**src/rtl/vp_pkg.sv**
```systemverilog
package vp_pkg;
  typedef struct packed {
    logic step;
    logic load;
    logic sel;
  } vpStrobe_t;
endpackage

```
**src/rtl/vpCtl.sv**
```systemverilog
module vpCtl #(
  parameter int WORD_W = 8,
  parameter int ADDR_W = 11
) (
  input  logic                 clk,
  input  logic                 rstN,
  input  logic                 socEn,
  input  logic                 clkHold,
  input  logic                 timStrobe,
  input  logic                 oeStrobe,
  output logic [ADDR_W-1:0]    memAddr,
  output logic                 memAddrValid,
  output logic                 outDrive,
  output vp_pkg::vpStrobe_t    strb
);
  localparam int PH_W = $clog2(WORD_W);
  localparam logic [PH_W-1:0] PH_LAST = PH_W'(WORD_W - 1);
  localparam logic [ADDR_W-1:0] ADDR_MAX = '1;

  logic [PH_W-1:0]   phase;
  logic [ADDR_W-1:0] addrCnt;
  logic              bufSel;
  logic              oeLatch;
  logic              stepNow;
  logic              loadNow;

  assign stepNow = socEn && !clkHold;
  assign loadNow = stepNow && (phase == PH_LAST);

  always_ff @(posedge clk) begin
    if (!rstN) begin
      phase   <= '0;
      addrCnt <= '0;
      bufSel  <= 1'b0;
    end else if (stepNow) begin
      phase <= phase + 1'b1;
      if (loadNow) begin
        addrCnt <= addrCnt + 1'b1;
        bufSel  <= ~bufSel;
      end
    end
  end

  always_ff @(posedge clk) begin
    if (!rstN)          oeLatch <= 1'b0;
    else if (timStrobe) oeLatch <= 1'b0;
    else if (oeStrobe)  oeLatch <= 1'b1;
  end

  assign memAddr      = addrCnt;
  assign memAddrValid = !clkHold;
  assign outDrive     = oeLatch;
  assign strb.step    = stepNow;
  assign strb.load    = loadNow;
  assign strb.sel     = bufSel;

  AST_ADDR_ONLY_ON_LOAD: assert property (@(posedge clk) disable iff (!rstN)
    !$stable(memAddr) |-> $past(strb.load));
  AST_ADDR_WRAP: assert property (@(posedge clk) disable iff (!rstN)
    ($past(memAddr) == ADDR_MAX && !$stable(memAddr)) |-> memAddr == '0);
  AST_ADDR_FROZEN: assert property (@(posedge clk) disable iff (!rstN)
    (clkHold || !socEn) |=> $stable(memAddr));
  AST_OE_SET: assert property (@(posedge clk) disable iff (!rstN)
    (oeStrobe && !timStrobe) |=> outDrive);
  AST_OE_CLEAR: assert property (@(posedge clk) disable iff (!rstN)
    timStrobe |=> !outDrive);
  AST_OE_HOLD: assert property (@(posedge clk) disable iff (!rstN)
    (!oeStrobe && !timStrobe) |=> $stable(outDrive));
endmodule

```
**src/rtl/vpDatapath.sv**
```systemverilog
module vpDatapath #(
  parameter int NCH    = 8,
  parameter int WORD_W = 8
) (
  input  logic                   clk,
  input  logic                   rstN,
  input  vp_pkg::vpStrobe_t      strb,
  input  logic [NCH*WORD_W-1:0]  memRdata,
  output logic [NCH-1:0]         chanBit
);
  for (genvar c = 0; c < NCH; c++) begin : g_chan
    logic [WORD_W-1:0] shA;
    logic [WORD_W-1:0] shB;
    logic              outQ;
    logic [WORD_W-1:0] word;

    assign word = memRdata[c*WORD_W +: WORD_W];

    always_ff @(posedge clk) begin
      if (!rstN) begin
        shA  <= '0;
        shB  <= '0;
        outQ <= 1'b0;
      end else if (strb.step) begin
        if (strb.sel) begin
          outQ <= shB[0];
          shB  <= shB >> 1;
          if (strb.load) shA <= word;
        end else begin
          outQ <= shA[0];
          shA  <= shA >> 1;
          if (strb.load) shB <= word;
        end
      end
    end

    assign chanBit[c] = outQ;
  end

  AST_BITS_ONLY_ON_STEP: assert property (@(posedge clk) disable iff (!rstN)
    !$stable(chanBit) |-> $past(strb.step));
  AST_LOAD_IMPLIES_STEP: assert property (@(posedge clk) disable iff (!rstN)
    strb.load |-> strb.step);
endmodule

```
**src/rtl/vecPlayback.sv**
```systemverilog
module vecPlayback #(
  parameter int NCH    = 8,
  parameter int WORD_W = 8,
  parameter int ADDR_W = 11
) (
  input  logic                  clk,
  input  logic                  rstN,
  input  logic                  socEn,
  input  logic                  clkHold,
  input  logic                  timStrobe,
  input  logic                  oeStrobe,
  input  logic [NCH*WORD_W-1:0] memRdata,
  output logic [ADDR_W-1:0]     memAddr,
  output logic                  memAddrValid,
  output logic [NCH-1:0]        chanBit,
  output logic                  outDrive
);
  vp_pkg::vpStrobe_t strb;

  vpCtl #(.WORD_W(WORD_W), .ADDR_W(ADDR_W)) uCtl (
    .clk(clk), .rstN(rstN), .socEn(socEn), .clkHold(clkHold),
    .timStrobe(timStrobe), .oeStrobe(oeStrobe),
    .memAddr(memAddr), .memAddrValid(memAddrValid),
    .outDrive(outDrive), .strb(strb)
  );

  vpDatapath #(.NCH(NCH), .WORD_W(WORD_W)) uDp (
    .clk(clk), .rstN(rstN), .strb(strb),
    .memRdata(memRdata), .chanBit(chanBit)
  );

  AST_HOLD_RELEASES_BUS: assert property (@(posedge clk) disable iff (!rstN)
    clkHold |=> $stable(chanBit));
endmodule

```
**config.mk**
```make
export PLATFORM = sky130hd
export DESIGN_NAME = vecPlayback
export DESIGN_NICKNAME = d
export VERILOG_FILES = /design/src/rtl/vp_pkg.sv /design/src/rtl/vpCtl.sv /design/src/rtl/vpDatapath.sv /design/src/rtl/vecPlayback.sv
export SDC_FILE = /design/constraint.sdc
export NUM_CORES = 1
export LEC_CHECK = 0
export BUFFER_PORTS_ARGS = -buffer_cell sky130_fd_sc_hd__buf_4
export CORE_MARGIN = 5
export CORE_UTILIZATION = 40
export CTS_CLUSTER_SIZE = 12
export DETAILED_ROUTE_END_ITERATION = 8
export PLACE_DENSITY = 0.63
export SLEW_MARGIN = 25
export SYNTH_ARGS = -nofsm -noshare
export SYNTH_HDL_FRONTEND = slang
export SYNTH_SLANG_ARGS = --single-unit
```
**constraint.sdc**
```tcl
create_clock -name clk -period 1.9 [get_ports clk]
set_input_delay 0.38 -clock clk [delete_from_list [all_inputs] [get_ports clk]]
set_output_delay 0.38 -clock clk [all_outputs]
set_load 0.03 [all_outputs]
```
==> metrics.txt <==
Ys Warns 0; CTS Buffer Depth 2; routability cong. 0.775; final setup fails 0; antenna-violating nets left 0; wire length of the first global-routing pass 28400 µm; Pwr Total 7460 µW; min Tclk post-route 1.79 ns; GR Overflow Total 0; area occupied by multi-input gates 3450 µm²; vias in the first global route 5657; Std-Cell Rows 48; TritonCTS clock tree yes; worst hold-check path type primary input to flop; layout overhead on the synthesized area 21.4%; Synth Area in Compound Gates 0.259; period utilisation layout 0.940; Synth Register Bits 152; gr usage total 0.173; drc violations 0; Slowest cell on crit path dfxtp_1; CP max FO 10; busiest layer in global routing met2; crit path launch type flop; Adder-Cell Fraction of Synth Area 0.00543; DP HPWL 10800 µm; power density over the cells 889 nW/µm²; Seq. cell area 3050 µm²; Post-synth EDFFs 0; Die Area 20000 µm²; critical path required time 2.25 ns; Die Span Y 141 µm; run status finished, final reports clean; die span in x 141 µm; cell area after layout 8400 µm²; Place WS -0.0559 ns; largest family of logic cells by synthesized area compound AO/OA/AOI/OAI gates; initial antenna violation count 0; final cell utilization of the core 0.491; Root Driver clkbuf_16; register area share after synthesis 0.440; Post-Route WL 17100 µm; largest net degree at the start of global routing 75; core area 17100 µm²; CP Class flop to flop; max frequency 560 MHz; Worst Max-Slew Pin Slew 0.560 ns; post-layout worst setup margin 0.115 ns; Filler Cells Inserted 1575; via count 5638; antenna diode instance count 0; most frequent cells in the layout 151 x dfxtp_1, 138 x a21oi_1, 120 x mux2i_1, 109 x a211oi_1, 99 x buf_4; via/cell ratio 5.64; post-synthesis xor/xnor area fraction 0.00507; mux contribution to synthesized area 0.174; Worst Skew 0.00731 ns; grt met3 use 0.0428; mapped cell area 6920 µm²; # nets final 835; RSZ-0062 raised after global routing no; syn_area_per_cell 9.69 µm²; max_slew headroom 0.626; Netlist cell types 36; WL per Instance 17.1 µm; cells after synthesis 714; Num CTS Buffers 17; Worst-Skew Late Latency 0.42 ns; Cell Chain, Critical Path ha_1, ha_2, nand4b_4, buf_4, or3_1, a21oi_1; synthesized netlist net count 787; min-delay src timStrobe; Crit. Startpoint uCtl.phase[0]$_SDFFE_PN0P_; Slew Limit Fails 0; FF-to-FF Start uCtl.phase[0]$_SDFFE_PN0P_; clock sinks 152; Fin. Hold Viols 0; max incr delay on CP 0.36 ns; CTS H-tree lvls 4; Iter 0 DRT Violations 393; initial core utilization 0.404; IO Pins 91; simple-gate portion of the synthesized area 0.0494; GR Util met1 0.225; first-pass iteration count of the detailed router 5; Max Cap Viol 0; WP data arrival 2.13 ns; Leak 0.00269 µW; Reg clk slew, reported paths 0.06 ns; commonest register cell after synthesis dfxtp_1; Placed Area 7740 µm²; met2 Usage GRT 0.284; async set-reset flop share out of synthesis 0; proportion of layout cells with a drive suffix above 1 0.213; most common cell after layout, fill and taps aside dfxtp_1; Port Buffer Count 90; VDD IR max 0.712 mV; Worst Setup End Kind flop
area by class of cell:
cell class | instances | share of cell area
Inverter | 3 | 0.00164
Timing Repair Buffer | 111 | 0.115
Sequential cell | 152 | 0.363
Clock buffer | 25 | 0.0627
Multi-Input combinational cell | 477 | 0.411
Tap cell | 225 | 0.0335
Clock inverter | 7 | 0.0131
kinds of logic after synthesis:
group	count (synthesis)
flops	152
xor+xnor	4
compound gates	283
mux	120
buf+inv	86
simple gates	66
fa+ha+maj	3
flip-flops by register name, summed over array words and instances (netlist names):
register / flops
uCtl.bufSel: 1
uDp.g_chan.shB: 64
uDp.g_chan.shA: 64
uCtl.outDrive: 1
uCtl.memAddr: 11
uDp.g_chan.outQ: 8
uCtl.phase: 3
what timing repair did:
item	CTS	global route
setup buffers	0	0
gates cloned	0	1
hold buffers	0	0
endpoints found under the setup margin	43	51
endpoints found under the hold margin	0	0
pin swaps	0	1
resized for setup	1	3
per-stage QoR:
stage / setup TNS, ns / hold slack, ns / cells
floorplan: 0 / 0.440 / 714
global placement: 0 / 0.454 / 967
detailed placement: -0.448 / 0.468 / 967
CTS: 0 / 0.0971 / 999
global route: 0 / 0.107 / 1000
finish: 0 / 0.120 / 1000
where the power goes:
part	switching [µW]	internal [µW]
clock	1260	2310
sequential	45.4	3270
combinational	308	258
critical path, delay by kind of cell (launching register included):
family	cells	cell delay [ns]
and+or+nand+nor	2	0.54
adders and majority gates	2	0.45
DFF	1	0.36
buffers and inverters	1	0.21
AOI/OAI and AO/OA	1	0.15
cells in the mapped netlist (4+ instances only):
cell type	instances	share of area
mux2i_1	120	0.17
a21oi_1	138	0.10
a211oi_2	11	0.020
buf_4	22	0.024
nand4_1	4	0.0036
nand2_1	25	0.014
or4_1	4	0.0043
o21ai_0	19	0.014
buf_1	4	0.0022
a211oi_1	109	0.12
dfxtp_1	152	0.44
clkbuf_1	21	0.011
nor2_1	15	0.0081
o31ai_1	4	0.0043
buf_2	33	0.024
final timing paths:
kind              cells past startpoint  slack [ns]                                end
setup / recovery                      6        0.11       uCtl.memAddr[5]$_SDFFE_PN0P_
hold / removal                        2        0.12         uCtl.outDrive$_SDFFE_PP0P_
setup reg to reg                      6        0.11       uCtl.memAddr[5]$_SDFFE_PN0P_
hold reg to reg                       2        0.47  uDp.g_chan[2].shB[7]$_SDFFE_PN0P_
layer usage:
| metal | up-vias | part of all wire |
|---|---|---|
| li1 | 2763 | - |
| met1 | 2722 | 0.46 |
| met2 | 129 | 0.48 |
| met3 | 24 | 0.050 |
| met4 | 0 | 0.015 |
| met5 | - | 0 |
Power figures use the tool's default switching activity.
